<file path="src/rtl/ddt_pkg.sv">
package ddt_pkg;
  // Number of gate sides in one leg; index 0 is low side, 1 is high side.
  localparam int SIDES = 2;
  localparam int SEL_W = 2;
  // Largest combined factor: base 8 times scale 4.
  localparam int MAX_FACTOR = 32;

  // Left shift for the scale code; the reserved code behaves like x4.
  function automatic logic [1:0] scale_shift(input logic [SEL_W-1:0] code);
    return (code == 2'd3) ? 2'd2 : code;
  endfunction
endpackage

</file>
<file path="src/rtl/ddt_span.sv">
module ddt_span
  import ddt_pkg::*;
#(
  parameter int BASE_TICKS = 40,
  parameter int CNT_W      = 11
) (
  input  logic             clk,
  input  logic             rst,
  input  logic [SEL_W-1:0] base_sel,
  input  logic [SEL_W-1:0] scale_sel,
  output logic [CNT_W-1:0] need
);
  logic [2:0] shamt;

  always_comb begin
    shamt = 3'(base_sel) + 3'(scale_shift(scale_sel));
    need  = CNT_W'(BASE_TICKS) << shamt;
  end

  // the scaled time stays between one base unit and the max factor
  p_need_range_r6: assert property (@(posedge clk) disable iff (rst)
    (need >= CNT_W'(BASE_TICKS)) && (need <= CNT_W'(BASE_TICKS * MAX_FACTOR)));
endmodule

</file>
<file path="src/rtl/ddt_offrun.sv">
module ddt_offrun #(
  parameter int CNT_W = 11,
  parameter int MAXV  = 1280
) (
  input  logic             clk,
  input  logic             rst,
  input  logic             en,
  output logic [CNT_W-1:0] cnt
);
  // Counts cycles since this side's enable was last high, saturating.
  always_ff @(posedge clk) begin
    if (rst || en)
      cnt <= '0;
    else if (cnt != CNT_W'(MAXV))
      cnt <= cnt + CNT_W'(1);
  end
endmodule

</file>
<file path="src/rtl/ddt_arbiter.sv">
module ddt_arbiter
  import ddt_pkg::*;
#(
  parameter int CNT_W = 11
) (
  input  logic                       clk,
  input  logic                       rst,
  input  logic [SIDES-1:0]           req,
  input  logic                       dyn_off,
  input  logic [CNT_W-1:0]           need,
  input  logic [SIDES-1:0][CNT_W-1:0] run,
  output logic [SIDES-1:0]           en,
  output logic                       flag
);
  logic             both;
  logic [SIDES-1:0] go;

  assign both = &req;

  for (genvar i = 0; i < SIDES; i++) begin : g_side
    localparam int OPP = SIDES - 1 - i;
    logic settled;
    assign settled = dyn_off | (run[OPP] >= (need - CNT_W'(1)));
    assign go[i]   = req[i] & ~req[OPP] & ~en[OPP] & settled;

    // a dropped request clears its enable at the next edge
    p_release_r4: assert property (@(posedge clk) disable iff (rst)
      !req[i] |=> !en[i]);
    // an enable only rises if the other one was already low
    p_static_gap_r8: assert property (@(posedge clk) disable iff (rst)
      $rose(en[i]) |-> !$past(en[OPP]));
    // with the counted dead time active, the other side was off long enough
    p_dyn_wait_r5: assert property (@(posedge clk) disable iff (rst)
      ($rose(en[i]) && !$past(dyn_off)) |->
        ($past(run[OPP]) >= ($past(need) - CNT_W'(1))));
  end

  always_ff @(posedge clk) begin
    if (rst) begin
      en   <= '0;
      flag <= 1'b0;
    end else begin
      en   <= go;
      flag <= both;
    end
  end

  // never both gates on
  p_exclusive_r2: assert property (@(posedge clk) disable iff (rst)
    !(en[0] && en[1]));
  // conflicting requests drop both enables and raise the flag
  p_clash_r3: assert property (@(posedge clk) disable iff (rst)
    both |=> (flag && (en == '0)));
  p_flag_quiet_r3: assert property (@(posedge clk) disable iff (rst)
    !both |=> !flag);
endmodule

</file>
<file path="src/rtl/leg_deadtime_guard.sv">
module leg_deadtime_guard
  import ddt_pkg::*;
#(
  parameter int BASE_TICKS = 40
) (
  input  logic       clk,
  input  logic       rst,
  input  logic       hi_req,
  input  logic       lo_req,
  input  logic [1:0] base_sel,
  input  logic [1:0] scale_sel,
  input  logic       dyn_off,
  output logic       hi_en,
  output logic       lo_en,
  output logic       overlap_flag
);
  localparam int MAXV  = BASE_TICKS * MAX_FACTOR;
  localparam int CNT_W = $clog2(MAXV + 1);

  logic [CNT_W-1:0]            need;
  logic [SIDES-1:0]            en;
  logic [SIDES-1:0][CNT_W-1:0] run;

  ddt_span #(.BASE_TICKS(BASE_TICKS), .CNT_W(CNT_W)) u_span (
    .clk(clk), .rst(rst), .base_sel(base_sel), .scale_sel(scale_sel), .need(need)
  );

  for (genvar i = 0; i < SIDES; i++) begin : g_run
    ddt_offrun #(.CNT_W(CNT_W), .MAXV(MAXV)) u_run (
      .clk(clk), .rst(rst), .en(en[i]), .cnt(run[i])
    );
  end

  ddt_arbiter #(.CNT_W(CNT_W)) u_arb (
    .clk(clk), .rst(rst), .req({hi_req, lo_req}), .dyn_off(dyn_off),
    .need(need), .run(run), .en(en), .flag(overlap_flag)
  );

  assign lo_en = en[0];
  assign hi_en = en[1];
endmodule

</file>
<file path="config.mk">
export PLATFORM = sky130hd
export DESIGN_NAME = leg_deadtime_guard
export DESIGN_NICKNAME = d
export VERILOG_FILES = /design/src/rtl/ddt_pkg.sv /design/src/rtl/ddt_span.sv /design/src/rtl/ddt_offrun.sv /design/src/rtl/ddt_arbiter.sv /design/src/rtl/leg_deadtime_guard.sv
export SDC_FILE = /design/constraint.sdc
export NUM_CORES = 1
export LEC_CHECK = 0
export BUFFER_PORTS_ARGS = -buffer_cell sky130_fd_sc_hd__buf_4
export CAP_MARGIN = 0
export CORE_MARGIN = 4
export CORE_UTILIZATION = 55
export CTS_CLUSTER_SIZE = 30
export DETAILED_ROUTE_END_ITERATION = 8
export PLACE_DENSITY = 0.72
export SLEW_MARGIN = 25
export SYNTH_ARGS = -nofsm -noshare
export SYNTH_HDL_FRONTEND = slang
export SYNTH_SLANG_ARGS = --single-unit
export TNS_END_PERCENT = 30
</file>
<file path="constraint.sdc">
create_clock -name clk -period 3.35 [get_ports clk]
set_input_delay 0.5025 -clock clk [delete_from_list [all_inputs] [get_ports clk]]
set_output_delay 0.5025 -clock clk [all_outputs]
set_load 0.005 [all_outputs]
</file>
Yosys cells after proc, flatten, opt, wreduce, memory -nomap -nowiden:

Cells that the tools add are included.
Widths: inputs -> output; s select.

* register bits after elaboration: 25
* input port bits: 9
* output and inout port bits: 3
* logic and storage cells: 30

* $add $sub $neg: 4
* order comparisons: 2
* eq/ne operators: 3
* shift operators: 1
* mux-type cells: 1
* bitwise operators: 12
* reduce and logical (&&, ||, !) cells: 3

Operator list (number)
* $add 11x1->11 const B: 2
* $ge 11x11->1: 2
* $ne 11x11->1 const B: 2
* $shl 6x3->11 const A: 1
* $sub 11x1->11 const B: 1
* $and 1x1->1: 6
* $not 1->1: 4
* $add 2x2->3: 1
* $eq 2x2->1 const B: 1
* $logic_or 1x1->1: 2
* $mux 2: 1
* $or 1x1->1: 2
* $reduce_and 2->1: 1

Longest topological paths before layout:

* word-level depth: 8
* gate-level depth with buffers: 13

Cells and area by module:

Synthesis repeated with hierarchy kept, for this count alone.

* cells, all modules: 232
* area total of the unflattened synthesis: 1968.1 µm²

By module, submodules not included
* ddt_offrun: instances 2, cells an instance 62, area an instance 546.8 µm²
* ddt_arbiter: instances 1, cells an instance 88, area an instance 738.2 µm²
* ddt_span: instances 1, cells an instance 20, area an instance 136.4 µm²

Worst setup path before layout:

Ideal clock, no wire load.

* kind: input -> register
* from: input scale_sel[0]
* to: register u_arb.en[1]
* library setup time: 0.129 ns
* data arrival time: 2.721 ns
* path slack: 0.500 ns
* stages on the path: 13
* cells stage by stage: nor2b_1 -> ha_1 -> inv_1 -> fa_1 -> clkbuf_1 -> nand3b_1 -> ha_1 -> xnor2_1 -> ha_1 -> a211oi_1 -> o211ai_1 -> nand3_1 -> a31oi_1

* longest elaborated chain between the ends: 8

Ends and longest elaborated chain
* from (decl): RTL line leg_deadtime_guard.sv:11 `input logic [1:0] scale_sel,`
* $eq 2x2->1: RTL line ddt_pkg.sv:10 `return (code == 2'd3) ? 2'd2 : code;`
* $mux 2 (*): RTL line ddt_pkg.sv:10
* $add 2x2->3 (*): RTL line ddt_span.sv:16 `shamt = 3'(base_sel) + 3'(scale_shift(scale_sel));`
* $shl 6x3->11 (*): RTL line ddt_span.sv:17 `need = CNT_W'(BASE_TICKS) << shamt;`
* $sub 11x1->11 (*): RTL line ddt_arbiter.sv:23 `assign settled = dyn_off | (run[OPP] >= (need - CNT_W'(1)));`
* $ge 11x11->1 (*): RTL line ddt_arbiter.sv:23
* $or 1x1->1 (*): RTL line ddt_arbiter.sv:23
* $and 1x1->1 (*): RTL line ddt_arbiter.sv:24 `assign go[i] = req[i] & ~req[OPP] & ~en[OPP] & settled;`
* to (signal assigned): RTL line ddt_arbiter.sv:43 `en <= go;`
* to (decl): RTL line ddt_arbiter.sv:12 `output logic [SIDES-1:0] en,`

Mark *: on every way between the ends. The rest lies on a longest branch, timed or not.
A chain may end at the register's enable or synchronous reset.

Worst setup path in the final report:

* from: input scale_sel[1]
* to: register u_arb.en[0]

Same word-level chain as after synthesis.

==> flow_summary.yaml <==
run_status:
  status: "finished, final reports clean"
sta:
  setup_viol_count_final: 0
  fin_worst_skew_ns: 0.00210
  maxSlewViolCount: 0
  tns_ns: 0
  whs_ns: 0.332
  worstMarginPinSlew_ns: 0.367
  min_period_ns: 2.86
  timing.final.crit_share_pct: 85.4
  worst_slack_ns: 0.490
  hold_viol: 0
  slew_headroom_pct: 75.5
  rsz0062_at_grt: "no"
  fmaxAchievable_mhz: 350
clock_tree:
  cts_made_buffers: 3
  holdBufCountCts: 0
  path_clk_slew_ns: 0.14
  clk_path_buf_depth: 2
  clk-insertion-delay-late_ns: 0.32
  cts.sinks: 25
  post_cts_buffers: 0
  cts-root-buf: "clkbuf_4"
  cts_tree: "built"
  htree_levels: 1
  cts_resized: 0
yosys:
  synth_edf_count: 0
  syn_area_per_cell_um2: 8.65
  yosysWarnings: 0
  ys_types: 41
  syn_area_um2: 1640
  ys_ff_latch: 25
  ys_seq_area_share_pct: 30.5
  synthFlopType: "dfxtp_1"
  synth_cells: 190
  async_flop_share_pct: 0
  synth_nets: 216
place:
  post-place-ws_ns: 0.221
  place_inst: 226
  portBuffers: 11
  gp_congestion: 0.789
  hpwl_um: 2520
  place_area_um2: 1740
floorplan:
  die_w_um: 62.7
  core_um2: 2810
  rows: 19
  die_y_um: 62.7
  start_util_pct: 58.6
  ioPinCount: 12
  die_area_um2: 3930
hold_path:
  hold_start: "rst"
  min_path_type: "input port to register"
setup_path:
  startpoint: "scale_sel[1]"
  rr_endpoint: "g_run[1].u_run.cnt[2]$_SDFFE_PP0P_"
  endpoint: "u_arb.en[0]$_SDFF_PP0_"
  r2r_slack_ns: 1.72
  crit_fanout: 10
  crit_arrival_ns: 3.12
  path_class: "input port to register"
  end_kind: "register"
  required_ns: 3.61
  reg2reg_from: "g_run[1].u_run.cnt[3]$_SDFFE_PP0P_"
  startpoint_type: "input port"
  ff2ff_path_depth: 4
power_and_ir_drop:
  vdd_drop_max_mv: 0.275
  leakage_nw: 0.687
  power_density_nw_per_um2: 326
  power.total_mw: 0.575
detailed_routing:
  post_drt_wl_per_cell_um: 14.3
  route.detailed.drc: 0
  drt-pass1-iter-count: 4
  dr_total_vias: 1349
  drtAntennaViolNets: 0
  initialDrtViolationCount: 82
  avgViaCountPerCell: 5.87
  wl_um: 3290
flow_run:
  max_cap_violations: 0
final_layout:
  nets: 226
  n_antenna_cell: 0
  fin_area_um2: 1770
  fin_util_pct: 63.0
  area_growth_pct: 7.62
  stdcell_count: 230
  final_cell_mix: "nor2_1, dfxtp_1, ha_1"
  drive_above_1_share_pct: 14.1
global_route:
  antenna_found_initial: 0
  gr-usage-all-layers_pct: 17.9
  grt_pass1_vias: 1333
  grt_pass1_wl_um: 5860
  grt_start_max_net_pins: 14
  grt_overflow_total: 0
## cell usage after synthesis (3+ instances only)
| library cell | count | area (um^2) |
|---|---|---|
| xnor2_1 | 10 | 87.6 |
| ha_1 | 16 | 200 |
| nor2_1 | 25 | 93.8 |
| xor2_1 | 9 | 78.8 |
| nor3_1 | 3 | 15.0 |
| nand4_1 | 5 | 31.3 |
| o22ai_1 | 3 | 18.8 |
| inv_1 | 11 | 41.3 |
| nand2_1 | 7 | 26.3 |
| a21oi_1 | 9 | 45.0 |
| or2_2 | 5 | 31.3 |
| clkbuf_1 | 6 | 22.5 |
| o211ai_1 | 3 | 22.5 |
| dfxtp_1 | 25 | 500 |
| nand3_1 | 12 | 60.1 |
## area by class of cell
cell class / count / area [um^2]
fillers: 255 / 1040
inverters: 11 / 41.3
flip-flops and latches: 25 / 500
multi-input cells: 148 / 1080
well taps: 31 / 38.8
clock buffers: 4 / 26.3
repair buffers: 11 / 82.6
## worst min-delay path by stage
stage	end	slack, ns	cells after the start
after CTS	u_arb.flag$_SDFF_PP0_	0.33	2
after detailed placement	g_run[1].u_run.cnt[7]$_SDFFE_PP0P_	0.56	2
after global routing	u_arb.flag$_SDFF_PP0_	0.32	2
after global placement	g_run[1].u_run.cnt[7]$_SDFFE_PP0P_	0.55	2
final	u_arb.flag$_SDFF_PP0_	0.33	2
after floorplan	g_run[1].u_run.cnt[7]$_SDFFE_PP0P_	0.52	2
## worst max-delay path, cell delays in order
cell and delay (ns):
buf_4 0.12, nor2b_1 0.11, ha_1 0.14, inv_1 0.04, fa_1 0.66, nand3b_1 0.15
ha_1 0.27, xnor2_1 0.17, ha_1 0.29, nand3_1 0.10, nor3_1 0.27, o22ai_1 0.12
a31oi_1 0.16
## kinds of logic (layout without fill, tap and decap cells)
family	count (synthesis)	after routing	share of synthesized area (%)
XOR/XNOR	19	19	10.1
AND/OR/NAND/NOR	81	81	28.7
buffers and inverters	17	26	3.88
flip-flops	25	25	30.5
multiplexers	4	4	2.59
adder cells (fa/ha/maj)	17	17	13.4
AO/OA/AOI/OAI	27	27	10.8
## metal layers
layer,vias up,routed length (um),GRT usage (%)
li1,697,-,-
met1,617,1680,23.8
met2,31,1410,28.5
met3,4,172,3.60
met4,0,29,6.34
met5,-,0,0
## sequential cells by signal (all words and copies together) (netlist names)
signal           flops
g_run.u_run.cnt     22
u_arb.flag           1
u_arb.en             2
## power by group
part,switching (mW),internal (mW),total (mW)
Sequential,0.00898,0.305,0.314
Clock,0.0902,0.0466,0.137
Combinational,0.0667,0.0577,0.124
No activity file was read; power rests on OpenSTA's default activity.
